--- config.mk ---
export PLATFORM = sky130hd
export DESIGN_NAME = doorbell_mailbox
export DESIGN_NICKNAME = d
export VERILOG_FILES = /design/src/rtl/mbx_pkg.sv /design/src/rtl/mbx_side_regs.sv /design/src/rtl/mbx_rd_mux.sv /design/src/rtl/mbx_irq_gen.sv /design/src/rtl/doorbell_mailbox.sv
export SDC_FILE = /design/constraint.sdc
export NUM_CORES = 1
export LEC_CHECK = 0
export BUFFER_PORTS_ARGS = -buffer_cell sky130_fd_sc_hd__buf_2
export CORE_MARGIN = 4
export CORE_UTILIZATION = 33
export DETAILED_ROUTE_END_ITERATION = 16
export SLEW_MARGIN = 0
export SYNTH_ARGS = -nofsm -noshare
export SYNTH_HDL_FRONTEND = slang
export SYNTH_SLANG_ARGS = --single-unit
--- constraint.sdc ---
create_clock -name clk -period 2.4 [get_ports clk]
set_input_delay 0.6 -clock clk [delete_from_list [all_inputs] [get_ports clk]]
set_output_delay 0.6 -clock clk [all_outputs]
set_load 0.05 [all_outputs]
--- src/rtl/mbx_pkg.sv ---
package mbx_pkg;
   // Control register bit positions (neighbouring software decodes them)
   localparam int CTRL_TXV   = 0;
   localparam int CTRL_TXACK = 1;
   localparam int CTRL_RXV   = 8;
   localparam int CTRL_RXACK = 9;
   // Interrupt-enable register bit positions
   localparam int IEN_ACK    = 0;
   localparam int IEN_MSG    = 1;
   // Side indices
   localparam int SIDE_HOST  = 0;
   localparam int SIDE_GUEST = 1;
   localparam int NUM_SIDES  = 2;
endpackage

--- src/rtl/mbx_side_regs.sv ---
module mbx_side_regs
   import mbx_pkg::*;
#(
   parameter int DATA_W    = 32,
   parameter int NUM_WORDS = 4,
   parameter int ADDR_W    = 4
) (
   input  logic                        clk,
   input  logic                        rst,
   input  logic                        we,
   input  logic [DATA_W/8-1:0]         be,
   input  logic [ADDR_W-1:0]           addr,
   input  logic [DATA_W-1:0]           wdata,
   input  logic                        peer_valid,
   output logic [NUM_WORDS*DATA_W-1:0] tx_words_o,
   output logic                        tx_valid_o,
   output logic                        rx_ack_o,
   output logic                        ack_en_o,
   output logic                        msg_en_o
);
   localparam int LANES = DATA_W / 8;
   localparam logic [ADDR_W-1:0] CTRL_IDX = ADDR_W'(2 * NUM_WORDS);
   localparam logic [ADDR_W-1:0] IEN_IDX  = ADDR_W'(2 * NUM_WORDS + 1);
   localparam int TXV_LANE   = CTRL_TXV / 8;
   localparam int RXACK_LANE = CTRL_RXACK / 8;

   logic ctrl_wr, ien_wr, ack_wr;
   logic tx_valid_q, rx_ack_q, ack_en_q, msg_en_q;

   assign ctrl_wr = we && (addr == CTRL_IDX);
   assign ien_wr  = we && (addr == IEN_IDX);
   assign ack_wr  = ctrl_wr && be[RXACK_LANE] && wdata[CTRL_RXACK];

   // Transmit words with per-lane write enables
   for (genvar w = 0; w < NUM_WORDS; w++) begin : g_word
      logic [DATA_W-1:0] word_q;
      always_ff @(posedge clk) begin
         if (rst) begin
            word_q <= '0;
         end else if (we && (addr == ADDR_W'(w))) begin
            for (int l = 0; l < LANES; l++) begin
               if (be[l]) word_q[l*8 +: 8] <= wdata[l*8 +: 8];
            end
         end
      end
      assign tx_words_o[w*DATA_W +: DATA_W] = word_q;
   end

   always_ff @(posedge clk) begin
      if (rst) begin
         tx_valid_q <= 1'b0;
         rx_ack_q   <= 1'b0;
         ack_en_q   <= 1'b0;
         msg_en_q   <= 1'b0;
      end else begin
         if (ctrl_wr && be[TXV_LANE]) tx_valid_q <= wdata[CTRL_TXV];
         // acknowledge survives only while the peer still posts
         rx_ack_q <= peer_valid && (rx_ack_q || ack_wr);
         if (ien_wr && be[0]) begin
            ack_en_q <= wdata[IEN_ACK];
            msg_en_q <= wdata[IEN_MSG];
         end
      end
   end

   assign tx_valid_o = tx_valid_q;
   assign rx_ack_o   = rx_ack_q;
   assign ack_en_o   = ack_en_q;
   assign msg_en_o   = msg_en_q;

   // a lane-0 control write loads transmit-valid
   p_valid_load_r2: assert property (@(posedge clk) disable iff (rst)
      (ctrl_wr && be[TXV_LANE]) |=> (tx_valid_o == $past(wdata[CTRL_TXV])));
   // acknowledge while a message is posted sets the flag
   p_ack_set_r4: assert property (@(posedge clk) disable iff (rst)
      (ack_wr && peer_valid) |=> rx_ack_o);
   // no flag without an acknowledge write
   p_no_spurious_ack_r4: assert property (@(posedge clk) disable iff (rst)
      (!rx_ack_o && !ack_wr) |=> !rx_ack_o);
   // withdrawn peer message clears the flag one edge later
   p_ack_chain_r5: assert property (@(posedge clk) disable iff (rst)
      !peer_valid |=> !rx_ack_o);
   // flag holds while the peer keeps posting
   p_ack_hold_r5: assert property (@(posedge clk) disable iff (rst)
      (rx_ack_o && peer_valid) |=> rx_ack_o);
endmodule

--- src/rtl/mbx_rd_mux.sv ---
module mbx_rd_mux
   import mbx_pkg::*;
#(
   parameter int DATA_W    = 32,
   parameter int NUM_WORDS = 4,
   parameter int ADDR_W    = 4
) (
   input  logic [ADDR_W-1:0]           addr,
   input  logic [NUM_WORDS*DATA_W-1:0] tx_words,
   input  logic [NUM_WORDS*DATA_W-1:0] rx_words,
   input  logic                        tx_valid,
   input  logic                        tx_ack,
   input  logic                        rx_valid,
   input  logic                        rx_ack,
   input  logic                        ack_en,
   input  logic                        msg_en,
   output logic [DATA_W-1:0]           rdata
);
   localparam logic [ADDR_W-1:0] CTRL_IDX = ADDR_W'(2 * NUM_WORDS);
   localparam logic [ADDR_W-1:0] IEN_IDX  = ADDR_W'(2 * NUM_WORDS + 1);

   always_comb begin
      rdata = '0;
      for (int w = 0; w < NUM_WORDS; w++) begin
         if (addr == ADDR_W'(w))             rdata = tx_words[w*DATA_W +: DATA_W];
         if (addr == ADDR_W'(NUM_WORDS + w)) rdata = rx_words[w*DATA_W +: DATA_W];
      end
      if (addr == CTRL_IDX) begin
         rdata[CTRL_TXV]   = tx_valid;
         rdata[CTRL_TXACK] = tx_ack;
         rdata[CTRL_RXV]   = rx_valid;
         rdata[CTRL_RXACK] = rx_ack;
      end
      if (addr == IEN_IDX) begin
         rdata[IEN_ACK] = ack_en;
         rdata[IEN_MSG] = msg_en;
      end
   end
endmodule

--- src/rtl/mbx_irq_gen.sv ---
module mbx_irq_gen (
   input  logic msg_en,
   input  logic ack_en,
   input  logic rx_valid,
   input  logic tx_ack,
   output logic irq_msg,
   output logic irq_ack
);
   assign irq_msg = msg_en && rx_valid;
   assign irq_ack = ack_en && tx_ack;
endmodule

--- src/rtl/doorbell_mailbox.sv ---
module doorbell_mailbox
   import mbx_pkg::*;
#(
   parameter int DATA_W    = 32,
   parameter int NUM_WORDS = 4,
   parameter int ADDR_W    = 4
) (
   input  logic                clk,
   input  logic                rst,
   input  logic                h_we,
   input  logic [DATA_W/8-1:0] h_be,
   input  logic [ADDR_W-1:0]   h_addr,
   input  logic [DATA_W-1:0]   h_wdata,
   output logic [DATA_W-1:0]   h_rdata,
   output logic                h_irq_msg,
   output logic                h_irq_ack,
   input  logic                g_we,
   input  logic [DATA_W/8-1:0] g_be,
   input  logic [ADDR_W-1:0]   g_addr,
   input  logic [DATA_W-1:0]   g_wdata,
   output logic [DATA_W-1:0]   g_rdata,
   output logic                g_irq_msg,
   output logic                g_irq_ack
);
   localparam int LANES  = DATA_W / 8;
   localparam int BUF_W  = NUM_WORDS * DATA_W;
   localparam int MAP_SZ = 2 * NUM_WORDS + 2;

   if (DATA_W % 8 != 0 || DATA_W < CTRL_RXACK + 1) begin : g_bad_width
      $error("DATA_W must be a byte multiple wide enough for the control bits");
   end
   if (MAP_SZ > (1 << ADDR_W)) begin : g_bad_addr
      $error("ADDR_W too small for the register map");
   end
   if (NUM_WORDS < 1) begin : g_bad_depth
      $error("NUM_WORDS must be at least 1");
   end

   logic               we_s     [NUM_SIDES];
   logic [LANES-1:0]   be_s     [NUM_SIDES];
   logic [ADDR_W-1:0]  addr_s   [NUM_SIDES];
   logic [DATA_W-1:0]  wdata_s  [NUM_SIDES];
   logic [DATA_W-1:0]  rdata_s  [NUM_SIDES];
   logic [BUF_W-1:0]   words_s  [NUM_SIDES];
   logic               valid_s  [NUM_SIDES];
   logic               rxack_s  [NUM_SIDES];
   logic               txack_s  [NUM_SIDES];
   logic               acken_s  [NUM_SIDES];
   logic               msgen_s  [NUM_SIDES];
   logic               irqm_s   [NUM_SIDES];
   logic               irqa_s   [NUM_SIDES];

   assign we_s[SIDE_HOST]    = h_we;
   assign be_s[SIDE_HOST]    = h_be;
   assign addr_s[SIDE_HOST]  = h_addr;
   assign wdata_s[SIDE_HOST] = h_wdata;
   assign we_s[SIDE_GUEST]    = g_we;
   assign be_s[SIDE_GUEST]    = g_be;
   assign addr_s[SIDE_GUEST]  = g_addr;
   assign wdata_s[SIDE_GUEST] = g_wdata;

   assign h_rdata   = rdata_s[SIDE_HOST];
   assign h_irq_msg = irqm_s[SIDE_HOST];
   assign h_irq_ack = irqa_s[SIDE_HOST];
   assign g_rdata   = rdata_s[SIDE_GUEST];
   assign g_irq_msg = irqm_s[SIDE_GUEST];
   assign g_irq_ack = irqa_s[SIDE_GUEST];

   for (genvar s = 0; s < NUM_SIDES; s++) begin : g_side
      localparam int P = NUM_SIDES - 1 - s;

      mbx_side_regs #(
         .DATA_W(DATA_W), .NUM_WORDS(NUM_WORDS), .ADDR_W(ADDR_W)
      ) regs_i (
         .clk        (clk),
         .rst        (rst),
         .we         (we_s[s]),
         .be         (be_s[s]),
         .addr       (addr_s[s]),
         .wdata      (wdata_s[s]),
         .peer_valid (valid_s[P]),
         .tx_words_o (words_s[s]),
         .tx_valid_o (valid_s[s]),
         .rx_ack_o   (rxack_s[s]),
         .ack_en_o   (acken_s[s]),
         .msg_en_o   (msgen_s[s])
      );

      // sender's visible acknowledge mirrors the receiver's flag
      assign txack_s[s] = rxack_s[P] && valid_s[s];

      mbx_rd_mux #(
         .DATA_W(DATA_W), .NUM_WORDS(NUM_WORDS), .ADDR_W(ADDR_W)
      ) mux_i (
         .addr     (addr_s[s]),
         .tx_words (words_s[s]),
         .rx_words (words_s[P]),
         .tx_valid (valid_s[s]),
         .tx_ack   (txack_s[s]),
         .rx_valid (valid_s[P]),
         .rx_ack   (rxack_s[s]),
         .ack_en   (acken_s[s]),
         .msg_en   (msgen_s[s]),
         .rdata    (rdata_s[s])
      );

      mbx_irq_gen irq_i (
         .msg_en   (msgen_s[s]),
         .ack_en   (acken_s[s]),
         .rx_valid (valid_s[P]),
         .tx_ack   (txack_s[s]),
         .irq_msg  (irqm_s[s]),
         .irq_ack  (irqa_s[s])
      );

      // an acknowledge status needs a message posted on the previous cycle
      p_txack_needs_post_r3: assert property (@(posedge clk) disable iff (rst)
         txack_s[s] |-> $past(valid_s[s]));
      // message interrupt drops with the peer's withdrawal
      p_msg_irq_drop_r8: assert property (@(posedge clk) disable iff (rst)
         $fell(valid_s[P]) |-> !irqm_s[s]);
      // sender's acknowledge interrupt drops as soon as it withdraws
      p_ack_irq_drop_r5: assert property (@(posedge clk) disable iff (rst)
         $fell(valid_s[s]) |-> !irqa_s[s]);
   end
endmodule

**After elaboration in Yosys (flattened, before gate mapping)**

Index checks and enable logic that the tools add are counted.

- Equal/unequal tests: 18
- Mux-type cells: 22
- Reductions and logical operators: 64

Operators with widths:

| operator | number |
|---|---|
| 32-bit 2-to-1 mux | 16 |
| 2-bit AND reduction | 32 |
| 4-bit by 3-bit equality test with 1-bit output, second input constant | 8 |
| 1-bit logical AND | 28 |
| 4-bit by 2-bit equality test with 1-bit output, second input constant | 4 |
| 4-bit equality test, second input constant | 4 |
| 2-bit 2-to-1 mux | 6 |
| 4-bit by 1-bit equality test with 1-bit output, second input constant | 2 |
| 4-bit logical NOT | 2 |
| 1-bit logical OR | 2 |

- Register bits after elaboration: 264
- Output and inout port bits: 68
- Word-level logic and storage cells: 144

**Longest topological paths before layout**

Gate-level depths: netlist of the first run.

- Depth after elaboration: 11
- Mapped depth: 8
- Depth with buffers taken out: 4

**Hierarchy**

Synthesis of the first run repeated with hierarchy kept, for this count alone.

- Cells, all modules: 1646
- Area total of the unflattened synthesis: 15487.4 µm²

Modules (own cells, without submodules):

| module | times used | cells an instance | area each (µm²) |
|---|---|---|---|
| mbx_side_regs | 2 | 481 | 5377.7 |
| mbx_rd_mux | 2 | 339 | 2347.3 |
| mbx_irq_gen | 2 | 2 | 12.5 |
| doorbell_mailbox | 1 | 2 | 12.5 |

**Least setup slack after synthesis of the first run**

No wires, ideal clock.

- Path type: in2out
- From: input port h_addr[2]
- To: output port h_rdata[27]
- Arrival time: 3.835 ns
- Data required time: 1.800 ns
- Setup slack: -2.035 ns
- Stages: 7
- Path through: buf_4 > buf_4 > buf_4 > mux2i_1 > a2bb2oi_1 > nor2_1 > a2111oi_0

- Word-level cells in the longest chain between the ends: 9
- Elaborated cells between the ends (all ways): 16
- Classes of those cells: 7 x eq/ne; 8 x mux; 1 x reduce/logical

Ends and longest elaborated chain:

| item | RTL line | RTL |
|---|---|---|
| from (decl) | doorbell_mailbox.sv:12 | `input logic [ADDR_W-1:0] h_addr,` |
| 4-bit logical NOT | mbx_rd_mux.sv:25 | `if (addr == ADDR_W'(w)) rdata = tx_words[w*DATA_W +: DATA_W];` |
| 32-bit 2-to-1 mux | mbx_rd_mux.sv:25 |  |
| 32-bit 2-to-1 mux | mbx_rd_mux.sv:26 | `if (addr == ADDR_W'(NUM_WORDS + w)) rdata = rx_words[w*DATA_W +: DATA_W];` |
| 32-bit 2-to-1 mux | mbx_rd_mux.sv:25 |  |
| 32-bit 2-to-1 mux | mbx_rd_mux.sv:26 |  |
| 32-bit 2-to-1 mux | mbx_rd_mux.sv:25 |  |
| 32-bit 2-to-1 mux | mbx_rd_mux.sv:26 |  |
| 32-bit 2-to-1 mux | mbx_rd_mux.sv:25 |  |
| 32-bit 2-to-1 mux (*) | mbx_rd_mux.sv:26 |  |
| to (decl) | doorbell_mailbox.sv:14 | `output logic [DATA_W-1:0] h_rdata,` |

Mark *: on every way between the ends. The rest lies on a longest branch, timed or not.

**Final worst setup path of the first run**

- From: input port g_addr[0]
- To: output port g_rdata[20]

- Word-level cells in the longest chain between the ends: 9
- Elaborated cells between the ends (all ways): 16
- Classes of those cells: 7 x eq/ne; 8 x mux; 1 x reduce/logical

Ends and longest elaborated chain:

| item | RTL line | RTL |
|---|---|---|
| from (decl) | doorbell_mailbox.sv:19 | `input logic [ADDR_W-1:0] g_addr,` |
| 4-bit logical NOT | mbx_rd_mux.sv:25 |  |
| 32-bit 2-to-1 mux | mbx_rd_mux.sv:25 |  |
| 32-bit 2-to-1 mux | mbx_rd_mux.sv:26 |  |
| 32-bit 2-to-1 mux | mbx_rd_mux.sv:25 |  |
| 32-bit 2-to-1 mux | mbx_rd_mux.sv:26 |  |
| 32-bit 2-to-1 mux | mbx_rd_mux.sv:25 |  |
| 32-bit 2-to-1 mux | mbx_rd_mux.sv:26 |  |
| 32-bit 2-to-1 mux | mbx_rd_mux.sv:25 |  |
| 32-bit 2-to-1 mux (*) | mbx_rd_mux.sv:26 |  |
| to (decl) | doorbell_mailbox.sv:21 | `output logic [DATA_W-1:0] g_rdata,` |

Marked as above.

==> flow_metrics.tcl, run 1 <==
set metrics [dict create \
    status "complete, but fails checks" \
    violations "negative setup slack" \
    power_mw 11.7 \
    grt_pass1_vias 17000 \
    hold_class "in2reg" \
    critPathArrivalTime_ns 2.15 \
    synth_top_area_frac 0.369 \
    min_path_cells 3 \
    required_ns 1.80 \
    antenna_found_initial 1 \
    period_share 1.15 \
    start_kind "primary input" \
    final_area_um2 23100 \
    ys_seq_area_frac 0.369 \
    hold_slack_ns 0.263 \
    drc 0 \
    place_inst 2726 \
    yosysTopAreaCell "dfxtp_1" \
    pre_cts_ws_ns -0.559 \
    die-height_um 216 \
    nNetsFinal 2369 \
    placed_area_um2 18800 \
    synth_nets 1941 \
    avgRoutedWirePerCell_um 25.9 \
    final_core_util 0.537 \
    synth_edf_count 0 \
    leakage_nw 8.79 \
    grt_overflow 0 \
    critPathMaxFanout 5 \
    synth_cell_type_count 71 \
    cts_inserted_buffers 31 \
    ys.flop_type "dfxtp_1" \
    first_pass_iters 8 \
    setup_ws_ns -0.349 \
    syn-cell-area_um2 14300 \
    setup_viol 64 \
    maxCapViolations 0 \
    yosys-top-cells-area "dfxtp_1 (37%), nand2_1 (8.8%), o21ai_0 (8.6%)" \
    cts_sinks 264 \
    peakVddDrop_v 0.000531 \
    wirelength_um 74900 \
    port_buffers 151 \
    slew-limit-headroom 0.451 \
    cts_tree "built" \
    start_util 0.333 \
    final_max_slew_viol_count 0 \
    final_common_cell "nand2_1" \
    ys_seq_elements 264 \
    rows 76 \
    cts_hold_buffers 0 \
    gp_congestion 0.959 \
    vias_per_cell 6.08 \
    cts_root_buffer "clkbuf_16" \
    fin_crit_ns 2.75 \
    setup_tns_ns -13.00 \
    drt_iter0_drc 2216 \
    grt_max_degree 64 \
    clkTransAtPathRegs_ns 0.06 \
    drive_above_1_share 0.389 \
    area_growth_pct 61.0 \
    avgSynthCellArea_um2 7.71 \
    grt.total_usage 0.298 \
    reg2regPathDepth 2 \
    die_w_um 216 \
    insertion_delay_ns 0.58 \
    ys_async_sr_fraction 0 \
    worstSetupPathType "in2out" \
    cts.htree.levels 1 \
    setup.worst_path.end_class "output port" \
    fill_cells 3815 \
    boundaryPins 152 \
    fmax_mhz 364 \
    rsz0062_at_grt "true" \
    stdcell_count 2896 \
    cts_buffer_depth 3 \
    yosysWarnings 0 \
    vias 17600 \
    final_antenna_net_count 0 \
    finalHoldViolations 0 \
    worstMarginPinSlew_ns 0.820 \
    syn_inst 1857 \
    powerDensity_nw_per_um2 509 \
    layout_common_cells "nand2_1 (318), buf_4 (262), dfxtp_1 (239), o21ai_0 (237), a21oi_1 (234)" \
    hpwl_um 50200 \
    finalClockSkew_ns 0.000825 \
    dieArea_um2 46800 \
    grt_pass1_wl_um 108000 \
    core-area_um2 43000 \
]
[cells by family after synthesis]
| group | count (synthesis) | synth area share |
|---|---|---|
| AND/OR/NAND/NOR | 580 | 0.182 |
| AO/OA/AOI/OAI | 734 | 0.311 |
| flip-flops | 264 | 0.369 |
| multiplexers | 107 | 0.0875 |
| buffers and inverters | 172 | 0.0513 |
[where the power goes]
part | switching (mW) | total, mW | internal [mW]
clock | 2.06 | 4.91 | 2.86
sequential | 0.0345 | 4.45 | 4.41
combinational | 1.37 | 2.38 | 1.00
[cells in the mapped netlist, types with 15 or more instances]
cell type	count
mux2i_1	78
o22ai_1	22
nor2_1	114
nand2b_1	15
a32o_1	16
a21o_1	20
o21ai_0	247
mux2_2	16
nand3_1	21
buf_2	35
o211ai_1	36
nor3_1	15
nor2b_1	15
o2bb2ai_1	19
a21oi_1	242
o221ai_1	25
clkbuf_1	105
nand2_1	337
dfxtp_1	264
[path summary, 6_finish.rpt]
check / from / end / slack [ns]
max: g_addr[0] / g_rdata[20] / -0.35
min: h_wdata[30] / g_side[0].regs_i.g_word[0].word_q[30]$_SDFFE_PP0P_ / 0.26
max reg2reg: g_side[1].regs_i.g_word[3].word_q[8]$_SDFFE_PP0P_ / g_side[1].regs_i.g_word[3].word_q[8]$_SDFFE_PP0P_ / 1.52
min reg2reg: g_side[1].regs_i.g_word[1].word_q[4]$_SDFFE_PP0P_ / g_side[1].regs_i.g_word[1].word_q[4]$_SDFFE_PP0P_ / 0.49
[repair_timing]
item | 4_1_cts | 5_1_grt
buffers inserted | 75 | 36
cloned | 11 | 3
setup endpoints to repair | 64 | 64
pin swaps | 104 | 99
gates resized for setup | 399 | 114
[layer usage]
metal | GRT usage | up-vias | wire [um] | share of wire
met5 | 0 | - | 7 | 0.000093
met4 | 0.144 | 2 | 4430 | 0.059
met3 | 0.0704 | 304 | 8300 | 0.11
met2 | 0.463 | 1198 | 33100 | 0.44
met1 | 0.390 | 8483 | 29100 | 0.39
li1 | - | 7631 | - | -
[area by class of cell]
cell class / count / area [um2] / share of cell area
well taps: 585 / 732 / 0.0317
inverters: 14 / 56.3 / 0.00244
repair buffers: 553 / 5690 / 0.247
clock buffers: 39 / 826 / 0.0358
diodes: 2 / 5.00 / 0.000217
clock inverters: 18 / 203 / 0.00879
multi-input cells: 1421 / 10200 / 0.444
flip-flops and latches: 264 / 5320 / 0.230
[worst max-delay path: stages]
cell	delay, ns
buf_12	0.12
buf_6	0.12
nor4bb_4	0.16
buf_4	0.15
buf_12	0.13
a222oi_1	0.32
o211ai_1	0.27
buf_4	0.27
[sequential cells by signal (all words and copies together), names as in the netlist]
| register | count |
|---|---|
| g_side.regs_i.g_word.word_q | 256 |
| g_side.regs_i.msg_en_o | 2 |
| g_side.regs_i.rx_ack_o | 2 |
| g_side.regs_i.tx_valid_o | 2 |
| g_side.regs_i.ack_en_o | 2 |
(Power assumes the default switching activity.)
==> run 2, diff against run 1 <==
Settings changed: ABC_AREA set to 1, CORE_ASPECT_RATIO set to 0.6.
==> flow_metrics.tcl, run 2 <==
set metrics [dict create \
    die-height_um 164 \
    antenna_found_initial 4 \
    rows 56 \
    leakage_nw 7.56 \
    grt.total_usage 0.255 \
    setup_ws_ns -0.160 \
    boundaryPins 152 \
    drc 0 \
    drt_iter0_drc 1611 \
    fill_cells 3772 \
    worstMarginPinSlew_ns 0.614 \
    hpwl_um 39400 \
    peakVddDrop_v 0.000411 \
    worstSetupPathType "in2out" \
    ys_seq_elements 264 \
    finalHoldViolations 0 \
    cts_buffer_depth 3 \
    hold_class "in2reg" \
    syn-cell-area_um2 13300 \
    synth_top_area_frac 0.397 \
    ys.flop_type "dfxtp_1" \
    cts_sinks 264 \
    avgRoutedWirePerCell_um 20.6 \
    drt-met1-wl_um 26100 \
    vias_per_cell 5.35 \
    routed-wl-met3_um 6590 \
    grt_pass1_wl_um 86200 \
    drive_above_1_share 0.263 \
    final_antenna_net_count 0 \
    cts_hold_buffers 0 \
    setup_tns_ns -5.92 \
    finalClockSkew_ns 0.0000253 \
    fmax_mhz 391 \
    fin_crit_ns 2.56 \
    core-area_um2 39400 \
    final_max_slew_viol_count 0 \
    start_kind "primary input" \
    cp.buffers_inverters 4 \
    required_ns 1.80 \
    period_share 1.07 \
    grt_max_degree 83 \
    grt_pass1_vias 14700 \
    start_util 0.338 \
    area_growth_pct 46.4 \
    largest-register "g_side.regs_i.g_word.word_q" \
    critPathMaxFanout 7 \
    die_w_um 267 \
    final_common_cell "nand2_1" \
    synth_cell_type_count 28 \
    synth_edf_count 0 \
    syn_inst 2110 \
    vias 15700 \
    synth_common_cells "nand2_1 (503), o21ai_0 (284), nor2_1 (279)" \
    rsz0062_at_grt "true" \
    wirelength_um 60400 \
    met2_wirelength_um 25700 \
    maxCapViolations 0 \
    cp_common_cell "buf_8" \
    yosysWarnings 0 \
    cts.htree.levels 1 \
    setup_viol 64 \
    grt_overflow 0 \
    violations "negative setup slack" \
    yosysTopAreaCell "dfxtp_1" \
    ff_latch_area_um2 5290 \
    powerDensity_nw_per_um2 518 \
    yosys-top-cells-area "dfxtp_1 (40%), nand2_1 (14%), o21ai_0 (11%)" \
    top_layer "met5" \
    layout_common_cells "nand2_1 (442), dfxtp_1 (264), o21ai_0 (223), nor2_1 (220), inv_1 (219)" \
    synth.most_common_cell "nand2_1" \
    critPathArrivalTime_ns 1.96 \
    place_inst 2836 \
    ys_seq_area_frac 0.397 \
    cts_root_buffer "clkbuf_16" \
    insertion_delay_ns 0.54 \
    multi_input_area_um2 7610 \
    nNetsFinal 2479 \
    clkTransAtPathRegs_ns 0.07 \
    cts_inserted_buffers 25 \
    status "complete, but fails checks" \
    slowest_stage "nor2_4" \
    crit_path_cell_trace "buf_8, nor2_4, buf_6, nand2_8, buf_8, nor2_4, nor2_1, nand4_1, nand2_1, nand2_2, buf_8" \
    ys_async_sr_fraction 0 \
    cts_tree "built" \
    dieArea_um2 43800 \
    stdcell_count 2936 \
    setup.worst_path.end_class "output port" \
    largest_reg_flops 256 \
    synth_nets 2194 \
    first_pass_iters 8 \
    gp_congestion 0.937 \
    slew-limit-headroom 0.591 \
    crit_family "simple AND/OR/NAND/NOR gates" \
    avgSynthCellArea_um2 6.32 \
    port_buffers 151 \
    slowest_delay_ns 0.19 \
]
[run 2: power breakdown]
group / leakage (nW) / switching [mW] / internal [mW]
logic: 5.01 / 0.834 / 0.518
registers: 2.13 / 0.0305 / 4.43
clock network: 0.413 / 1.86 / 2.42
total: 7.56 / 2.72 / 7.37
[run 2: cell type report]
class	instances	area share
Multi-Input combinational cell	1497	0.390
Sequential cell	264	0.271
Timing Repair Buffer	363	0.210
Inverter	244	0.0519
Clock buffer	37	0.0375
Tap cell	522	0.0335
Clock inverter	7	0.00577
Antenna cell	2	0.000257
[run 2: path summary, 6_finish.rpt]
kind,startpoint,end,slack (ns),depth (start not counted)
setup / recovery,g_addr[2],g_rdata[3],-0.16,11
hold / removal,h_wdata[14],g_side[0].regs_i.g_word[2].word_q[14]$_SDFFE_PP0P_,0.33,3
setup reg to reg,g_side[1].regs_i.tx_valid_o$_SDFFE_PP0P_,g_side[0].regs_i.rx_ack_o$_SDFF_PP0_,1.62,2
hold reg to reg,g_side[0].regs_i.g_word[0].word_q[15]$_SDFFE_PP0P_,g_side[0].regs_i.g_word[0].word_q[15]$_SDFFE_PP0P_,0.47,2
[run 2: logic make-up (layout without fill, tap and decap cells)]
logic type,count (synthesis),after routing,share of synthesized area
flip-flops,264,264,0.397
AO/OA/AOI/OAI,534,534,0.202
AND/OR/NAND/NOR,963,963,0.298
buffers and inverters,349,651,0.103
other,0,2,0
[run 2: through the flow]
step           hold slack, ns  total power [mW]  cell area (um2)  setup WS [ns]   util
2_1_floorplan           0.439              5.06            13500        -0.0249      -
3_3_place_gp            0.449              5.57            16100         -0.307  0.409
3_5_place_dp            0.455              5.59            16100         -0.316  0.409
4_1_cts                 0.320              9.99            18600         -0.129  0.471
5_1_grt                 0.343              10.4            19500         -0.269  0.494
6_report                0.333              10.1            19500         -0.160  0.494
[run 2: worst reg2reg max path, delay by kind of cell (launching register included)]
kind          cells  cell delay [ns]
flops             1             0.45
simple gates      1             0.17
buf+inv           1             0.09
[run 2: timing repair]
| action | CTS | global route |
|---|---|---|
| gates resized for setup | 327 | 234 |
| setup buffers | 24 | 12 |
| pin swaps | 44 | 88 |
| cloned | 12 | 11 |
| endpoints found under the setup margin | 64 | 64 |
[run 2: per-layer routing]
| metal | global-route usage | vias up |
|---|---|---|
| met3 | 0.0550 | 147 |
| met5 | 0 | - |
| li1 | - | 7389 |
| met2 | 0.387 | 836 |
| met1 | 0.364 | 7348 |
| met4 | 0.0744 | 2 |
